File: config.mk
export PLATFORM = sky130hd
export DESIGN_NAME = flg_update_unit
export DESIGN_NICKNAME = d
export VERILOG_FILES = /design/src/rtl/flg_pkg.sv /design/src/rtl/flg_write_path.sv /design/src/rtl/flg_read_mux.sv /design/src/rtl/flg_update_unit.sv
export SDC_FILE = /design/constraint.sdc
export NUM_CORES = 1
export LEC_CHECK = 0
export BUFFER_PORTS_ARGS = -buffer_cell sky130_fd_sc_hd__buf_2
export CAP_MARGIN = 5
export CORE_ASPECT_RATIO = 1.5
export CORE_MARGIN = 2
export CORE_UTILIZATION = 36
export DETAILED_ROUTE_END_ITERATION = 16
export PLACE_DENSITY = 0.82
export SYNTH_ARGS = -nofsm -noshare
export SYNTH_HDL_FRONTEND = slang
export SYNTH_SLANG_ARGS = --single-unit
File: constraint.sdc
create_clock -name clk -period 1.3 [get_ports clk]
set_input_delay 0.195 -clock clk [delete_from_list [all_inputs] [get_ports clk]]
set_output_delay 0.195 -clock clk [all_outputs]
set_load 0.02 [all_outputs]
File: src/rtl/flg_pkg.sv
// Package: shared widths, bit positions, command codes and write masks
// for the flags register unit. Assumes a 32-bit flags word.
package flg_pkg;

    localparam int XLEN  = 32;
    localparam int CPL_W = 2;
    localparam int CMD_W = 4;

    localparam int B_CF = 0;
    localparam int B_DF = 10;
    localparam int B_IF = 9;
    localparam int B_IOPL_LO = 12;
    localparam int B_AC = 18;
    localparam int B_ID = 21;
    localparam int B_RF = 16;
    localparam int B_VM = 17;

    // bits that the five-flag byte transfer touches
    localparam logic [XLEN-1:0] BYTE_FLAGS   = 32'h0000_00D5;
    // pop bits written unconditionally
    localparam logic [XLEN-1:0] POP_BASE     = 32'h0000_0DD5;
    localparam logic [XLEN-1:0] POP_IOPL     = 32'h0000_3000;
    localparam logic [XLEN-1:0] POP_IF       = 32'h0000_0200;
    localparam logic [XLEN-1:0] POP_WIDE     = 32'h0024_0000;
    // all storage bits; everything else is constant
    localparam logic [XLEN-1:0] STORED_BITS  = POP_BASE | POP_IOPL | POP_IF | POP_WIDE;
    localparam logic [XLEN-1:0] FIXED_ONES   = 32'h0000_0002;
    localparam logic [XLEN-1:0] RESET_WORD   = FIXED_ONES;
    localparam logic [XLEN-1:0] PUSH_HIDE    = (32'h1 << B_RF) | (32'h1 << B_VM);

    typedef enum logic [CMD_W-1:0] {
        C_NOP       = 4'd0,
        C_CARRY_SET = 4'd1,
        C_CARRY_CLR = 4'd2,
        C_CARRY_INV = 4'd3,
        C_DIR_SET   = 4'd4,
        C_DIR_CLR   = 4'd5,
        C_INT_SET   = 4'd6,
        C_INT_CLR   = 4'd7,
        C_BYTE_LOAD = 4'd8,
        C_BYTE_STOR = 4'd9,
        C_PUSH_HALF = 4'd10,
        C_PUSH_FULL = 4'd11,
        C_POP_HALF  = 4'd12,
        C_POP_FULL  = 4'd13,
        C_RSV_E     = 4'd14,
        C_RSV_F     = 4'd15
    } flg_cmd_e;

endpackage

File: src/rtl/flg_write_path.sv
// Module: turns one command into a write mask and a write value for the
// flags register. Assumes cur_i is the present register contents; the
// caller merges (cur & ~mask) | (value & mask).
module flg_write_path
    import flg_pkg::*;
(
    input  flg_cmd_e              cmd_i,
    input  logic [XLEN-1:0]       cur_i,
    input  logic [XLEN-1:0]       data_i,
    input  logic [CPL_W-1:0]      cpl_i,
    output logic [XLEN-1:0]       wmask_o,
    output logic [XLEN-1:0]       wval_o
);

    logic [CPL_W-1:0] iopl_cur;
    logic [XLEN-1:0]  pop_mask;
    logic [XLEN-1:0]  pop_src;

    assign iopl_cur = cur_i[B_IOPL_LO +: CPL_W];

    // privilege-filtered mask shared by both pop widths
    always_comb begin
        pop_mask = POP_BASE;
        if (cpl_i == '0)
            pop_mask = pop_mask | POP_IOPL;
        if (iopl_cur >= cpl_i)
            pop_mask = pop_mask | POP_IF;
        if (cmd_i == C_POP_FULL)
            pop_mask = pop_mask | POP_WIDE;
    end

    // half pop only sees the low word of the source
    assign pop_src = (cmd_i == C_POP_HALF) ? {{(XLEN-16){1'b0}}, data_i[15:0]} : data_i;

    // per-command selection of mask and value
    always_comb begin
        wmask_o = '0;
        wval_o  = '0;
        unique case (cmd_i)
            C_CARRY_SET: begin wmask_o[B_CF] = 1'b1; wval_o[B_CF] = 1'b1;          end
            C_CARRY_CLR: begin wmask_o[B_CF] = 1'b1; wval_o[B_CF] = 1'b0;          end
            C_CARRY_INV: begin wmask_o[B_CF] = 1'b1; wval_o[B_CF] = ~cur_i[B_CF];  end
            C_DIR_SET:   begin wmask_o[B_DF] = 1'b1; wval_o[B_DF] = 1'b1;          end
            C_DIR_CLR:   begin wmask_o[B_DF] = 1'b1; wval_o[B_DF] = 1'b0;          end
            C_INT_SET:   begin wmask_o[B_IF] = 1'b1; wval_o[B_IF] = 1'b1;          end
            C_INT_CLR:   begin wmask_o[B_IF] = 1'b1; wval_o[B_IF] = 1'b0;          end
            C_BYTE_STOR: begin wmask_o = BYTE_FLAGS; wval_o = {{(XLEN-8){1'b0}}, data_i[7:0]}; end
            C_POP_HALF,
            C_POP_FULL:  begin wmask_o = pop_mask;   wval_o = pop_src;             end
            default:     begin wmask_o = '0;         wval_o = '0;                  end
        endcase
    end

endmodule

File: src/rtl/flg_read_mux.sv
// Module: combinational read port. Produces the byte image or a push
// image of the current flags; zero for non-reading commands.
module flg_read_mux
    import flg_pkg::*;
(
    input  flg_cmd_e              cmd_i,
    input  logic [XLEN-1:0]       cur_i,
    output logic [XLEN-1:0]       rdata_o
);

    // select the read image for the command
    always_comb begin
        unique case (cmd_i)
            C_BYTE_LOAD: rdata_o = {{(XLEN-8){1'b0}}, cur_i[7:0]};
            C_PUSH_HALF: rdata_o = {{(XLEN-16){1'b0}}, cur_i[15:0]};
            C_PUSH_FULL: rdata_o = cur_i & ~PUSH_HIDE;
            default:     rdata_o = '0;
        endcase
    end

endmodule

File: src/rtl/flg_update_unit.sv
// Module: top of the flags register unit. Holds the 32-bit flags word,
// applies one command per clock and exposes the read image, the flags and
// the string step direction. Assumes a synchronous active-low reset.
module flg_update_unit
    import flg_pkg::*;
(
    input  logic                  clk,
    input  logic                  rst_n,
    input  logic [CMD_W-1:0]      cmd_i,
    input  logic [XLEN-1:0]       data_i,
    input  logic [CPL_W-1:0]      cpl_i,
    output logic [XLEN-1:0]       rdata_o,
    output logic [XLEN-1:0]       flags_o,
    output logic signed [1:0]     step_o
);

    flg_cmd_e        cmd;
    logic [XLEN-1:0] flags_q;
    logic [XLEN-1:0] wmask;
    logic [XLEN-1:0] wval;
    logic [XLEN-1:0] merged;

    assign cmd = flg_cmd_e'(cmd_i);

    flg_write_path u_wpath (
        .cmd_i   (cmd),
        .cur_i   (flags_q),
        .data_i  (data_i),
        .cpl_i   (cpl_i),
        .wmask_o (wmask),
        .wval_o  (wval)
    );

    flg_read_mux u_rmux (
        .cmd_i   (cmd),
        .cur_i   (flags_q),
        .rdata_o (rdata_o)
    );

    // merge masked write and pin constant bits
    assign merged = (((flags_q & ~wmask) | (wval & wmask)) & STORED_BITS) | FIXED_ONES;

    // flags register with synchronous reset
    always_ff @(posedge clk) begin
        if (!rst_n) flags_q <= RESET_WORD;
        else        flags_q <= merged;
    end

    assign flags_o = flags_q;
    // string step from the direction flag
    assign step_o  = flags_q[B_DF] ? 2'sb11 : 2'sb01;

    AST_CONST_BITS:  assert property (@(posedge clk) disable iff (!rst_n)
        (flags_o & ~STORED_BITS) == FIXED_ONES);
    AST_CARRY_FLIP:  assert property (@(posedge clk) disable iff (!rst_n)
        cmd == C_CARRY_INV |=> flags_o[B_CF] != $past(flags_o[B_CF]));
    AST_BYTE_RO:     assert property (@(posedge clk) disable iff (!rst_n)
        cmd == C_BYTE_LOAD |=> flags_o == $past(flags_o));
    AST_PUSH_HIDE:   assert property (@(posedge clk) disable iff (!rst_n)
        cmd == C_PUSH_FULL |-> rdata_o[B_VM:B_RF] == 2'b00);
    AST_IOPL_GUARD:  assert property (@(posedge clk) disable iff (!rst_n)
        ((cmd == C_POP_HALF || cmd == C_POP_FULL) && cpl_i != '0)
        |=> flags_o[13:12] == $past(flags_o[13:12]));
    AST_IF_GUARD:    assert property (@(posedge clk) disable iff (!rst_n)
        ((cmd == C_POP_HALF || cmd == C_POP_FULL) && flags_o[13:12] < cpl_i)
        |=> flags_o[B_IF] == $past(flags_o[B_IF]));
    AST_HALF_HIGH:   assert property (@(posedge clk) disable iff (!rst_n)
        cmd == C_POP_HALF |=> flags_o[B_ID] == $past(flags_o[B_ID])
                              && flags_o[B_AC] == $past(flags_o[B_AC]));
    AST_STEP_SIGN:   assert property (@(posedge clk) disable iff (!rst_n)
        step_o == (flags_o[B_DF] ? -2'sd1 : 2'sd1));

endmodule

; Word level (Yosys, flattened, before mapping)
; Cells that the tools add are included.
[totals]
output_inout_bits = 66
input_bits = 40
wordCells = 42
register_bits = 14
[op_classes]
n_mux = 16
bitwise_logic = 5
n_reduce_logical = 5
n_eq_ne = 13
n_lt_le_gt_ge = 1
[ops]
columns = operator, count
row1 = 22-bit case mux with 3 select lines, 1
row2 = 22-bit bitwise AND, 2
row3 = 22-bit 2-to-1 mux, 2
row4 = 8-bit case mux with 2 select lines, 2
row5 = "4-bit == test, second input constant", 6
row6 = 11-bit 2-to-1 mux, 2
row7 = 22-bit NOT, 1
row8 = 22-bit OR, 1
row9 = "4-bit by 3-bit == test with 1-bit output, second input constant", 4
row10 = 14-bit 2-to-1 mux, 1
row11 = 10-bit 2-to-1 mux, 1
row12 = 1-bit case mux with 2 select lines, 5
row13 = "4-bit by 2-bit == test with 1-bit output, second input constant", 2
row14 = 2-bit OR reduction, 3
row15 = "4-bit by 1-bit == test with 1-bit output, second input constant", 1
row16 = 1-bit case mux with 4 select lines, 1
row17 = 4-bit OR reduction, 1
row18 = 2-bit greater-or-equal comparator, 1
row19 = 2-bit zero test, 1
row20 = 2-bit 2-to-1 mux, 1
row21 = 1-bit NOT, 1

; Logic depth before layout (Yosys ltp)
[logic_depth]
depth_word = 8
depth_mapped = 5
mapped_depth_nobuf = 5

; By module
; From an unflattened synthesis, not the netlist that was laid out.
[hier_totals]
cells_unflattened = 196
area_unflattened_um2 = 1554.0
[modules_own_cells]
columns = module, cells_each, n_inst, seq_area_each_um2, area_each_um2
row1 = flg_update_unit, 63, 1, 260.2, 650.6
row2 = flg_write_path, 93, 1, 0.0, 621.8
row3 = flg_read_mux, 40, 1, 0.0, 281.5

; Least setup slack after synthesis
; Ideal clock, no wire load.
[synth_timing]
path_kind = register to register
startpoint = reg (tool-made name)
endpoint = reg (tool-made name)
slack_ps = -38
path_stages_with_launch = 6
t_arrival_ps = 1256
t_required_ps = 1218
n_path_buf = 0
period_less_slack_ps = 1338
cell_sequence = dfxtp_1 > inv_1 > ha_1 > nand2b_1 > a211o_1 > o221ai_1

; Worst setup path in the final report
[layout_timing]
startpoint = in cmd_i[2]
endpoint = out rdata_o[21]
[layout_between]
elab_chain_len = 2
word_cells_on_any_way = 4
cone_classes = eq/ne (3) / mux (1)
[layout_rtl]
columns = element, line
row1 = "start, declared", flg_update_unit.sv:9  ; input logic [CMD_W-1:0] cmd_i,
row2 = 4-bit == test, flg_read_mux.sv:13  ; unique case (cmd_i)
row3 = 22-bit case mux with 3 select lines (*), flg_read_mux.sv:13
row4 = "end, declared", flg_update_unit.sv:12  ; output logic [XLEN-1:0] rdata_o,
; Every way passes the cells marked *; elsewhere a longest branch is shown, timed or not.

==> impl_metrics.yaml <==
logic_synthesis:
  netlist_area_um2: 1060
  synth_common_cells: "buf_4 (40), dfxtp_1 (13), a21oi_1 (12), and2_1 (10), nand3_1 (7)"
  synth_async_sr_flop_share_pct: 0
  synth.most_common_cell: "buf_4"
  synth_ff_type: "dfxtp_1"
  synth-compound-area-share_pct: 14.8
  ys_types: 34
  seq_area_frac_synth_pct: 24.4
  synth_top_area_share_pct: 28.2
  synthXorXnorAreaFrac_pct: 0
  synth.avg_cell_area_um2: 7.89
  synthesis.instances: 135
  synth_top_family_by_area: "buffers and inverters"
  synth_area_leaders: "buf_4 (28%), dfxtp_1 (24%), and2_1 (5.9%), a21oi_1 (5.6%), nand3_1 (3.3%)"
  synthSimpleGateAreaFrac_pct: 23.3
  synth-seq-cells: 13
  synth_edf_count: 0
  synthMuxAreaShare_pct: 2.94
  synth_warnings: 0
  synth_adder_area_share_pct: 2.35
  netlist.top_cell.by_area: "buf_4"
power_and_ir_drop:
  power_density_nw_per_um2: 839
  power_leakage_nw: 0.702
  peakVddDrop_mv: 0.625
grt:
  antenna_found_initial: 0
  grt_pass1_wl_um: 3550
  grt_max_degree: 16
  grtUsageTotal_pct: 13.1
  first_global_vias: 894
  grt-ovfl-total: 0
cells_and_area:
  fin_area_um2: 1310
  layout-drive-gt1-share_pct: 35.8
  area_growth_pct: 23.4
  fillers: 308
  final_cells: 226
  n_antenna_cell: 0
  regArea_um2: 262
  fin_nets: 230
  multi_input_area_um2: 633
job:
  cap_violations: 0
placed_design:
  dp.cells: 222
  dp_hpwl_um: 1900
  globalplace.congestion: 0.737
  port-buffer-count: 48
  postPlaceCellArea_um2: 1220
clock_tree:
  cts-buffers-inserted: 3
  cts.sinks: 13
  clk_latency_ps: 240
  h-tree-depth: 1
  clk_pin_slew_ps: 60
  clockBufferDepth: 2
  cts-root-buf: "clkbuf_8"
  cts_tree: "built"
critical_path:
  setup.worst_path.class: "in -> out"
  cp_max_fo: 7
  cp-end-kind: "output port"
  cp.required_ps: 1110
  cp.arrival_ps: 1090
  critPathLaunchType: "input port"
detailed_routing:
  first_pass_iters: 4
  route.detailed.drc: 0
  drtAntennaViolNets: 0
  drt_iter0_drc: 8
  viasPerCell: 4.39
  dr_total_vias: 993
  wl_per_cell_um: 10.4
  wirelength_um: 2360
floorplan:
  pin_count: 106
  die_x_um: 48.4
  num_rows: 24
  initial_core_util_pct: 37.3
  die_h_um: 70.6
  core_um2: 2850
  dieArea_um2: 3420
sta:
  min_period_over_period_pct: 98.8
  skew_ps: 0.0838
  finalSetupViolCount: 0
  fin_crit_ps: 1280
  max_freq_mhz: 779
  hold_viol: 0
  whs_ps: 191
  drv_slew: 0
run_status:
  status: "completed"
worst_hold_path:
  hold_path_class: "in -> reg"
cell families after synthesis:
logic type	Yosys count
buffers and inverters	47
and+or+nand+nor	43
DFF	13
adders and majority gates	2
AOI/OAI and AO/OA	25
other	2
muxes	3
power by group:
| part | switching [mW] | leakage (nW) | internal [mW] | total (mW) |
|---|---|---|---|---|
| Combinational | 0.221 | 0.573 | 0.0942 | 0.315 |
| Clock | 0.143 | 0.0228 | 0.216 | 0.359 |
| Sequential | 0.0124 | 0.106 | 0.416 | 0.428 |
routing by layer:
| metal | share of wire [%] | vias up | track usage [%] |
|---|---|---|---|
| li1 | - | 486 | - |
| met1 | 36 | 450 | 12.8 |
| met2 | 54 | 51 | 25.8 |
| met3 | 7.5 | 6 | 0.844 |
| met4 | 3.0 | 0 | 9.21 |
| met5 | 0 | - | 0 |
worst max-delay path: stages:
cell and delay, ps:
buf_2 100, or2b_4 270, nor2_4 90, buf_6 130
and3_4 190, buf_6 110
worst paths after layout:
check | start | to | slack, ps | depth (start not counted)
worst max register to register | flip-flop | flip-flop | 80 | 5
worst min register to register | flip-flop | flip-flop | 480 | 2
worst min-delay path | data_i[18] | flip-flop | 190 | 3
worst max-delay path | cmd_i[2] | rdata_o[21] | 20 | 6
final cells by class:
| class | instances | share of cell area, % |
|---|---|---|
| Clock buffer | 4 | 3.43 |
| Inverter | 4 | 1.14 |
| Multi-Input combinational cell | 111 | 48.2 |
| Sequential cell | 13 | 19.9 |
| Tap cell | 39 | 3.71 |
| Timing Repair Buffer | 55 | 23.6 |
cell usage in the layout (no fill, tap or decap):
| cell | count |
|---|---|
| a2111oi_2 | 1 |
| a211o_1 | 1 |
| a211oi_1 | 1 |
| a21oi_1 | 12 |
| a21oi_4 | 1 |
| a311oi_1 | 1 |
| and2_1 | 10 |
| and3_1 | 2 |
| and3_4 | 1 |
| buf_2 | 44 |
| buf_4 | 9 |
| buf_6 | 2 |
| clkbuf_1 | 1 |
| clkbuf_8 | 3 |
| conb_1 | 38 |
| dfxtp_1 | 12 |
| dfxtp_2 | 1 |
| ha_1 | 2 |
| inv_1 | 4 |
| mux2_2 | 1 |
| mux2i_1 | 2 |
| nand2_1 | 2 |
| nand2b_1 | 1 |
| nand2b_4 | 1 |
| nand3_1 | 7 |
| nand3b_1 | 1 |
| nand4_1 | 3 |
| nand4b_1 | 1 |
| nor2_1 | 6 |
| nor2_4 | 1 |
| nor2b_1 | 1 |
| nor3_1 | 2 |
| nor4bb_1 | 1 |
| o21ai_0 | 5 |
| o221ai_1 | 1 |
| o31ai_1 | 2 |
| or2_2 | 1 |
| or2b_1 | 1 |
| or2b_4 | 1 |
metrics by stage:
step	power, mW	setup TNS, ps	setup WS [ps]	util, %
5_1_grt	1.16	-14.3	-7.95	46.1
2_1_floorplan	0.736	0	44.9	-
3_5_place_dp	0.740	-38.4	-9.69	42.9
3_3_place_gp	0.735	-1.74	-1.58	42.9
4_1_cts	1.10	-41.1	-13.6	44.6
6_report	1.10	0	16.2	46.1
timing repair:
action / in CTS / in global routing
endpoints found under the setup margin: 7 / 13
gates resized for setup: 2 / 9
buffers inserted: 0 / 0
pin swaps: 0 / 0
hold buffers: 0 / 0
Power figures use the tool's default switching activity.
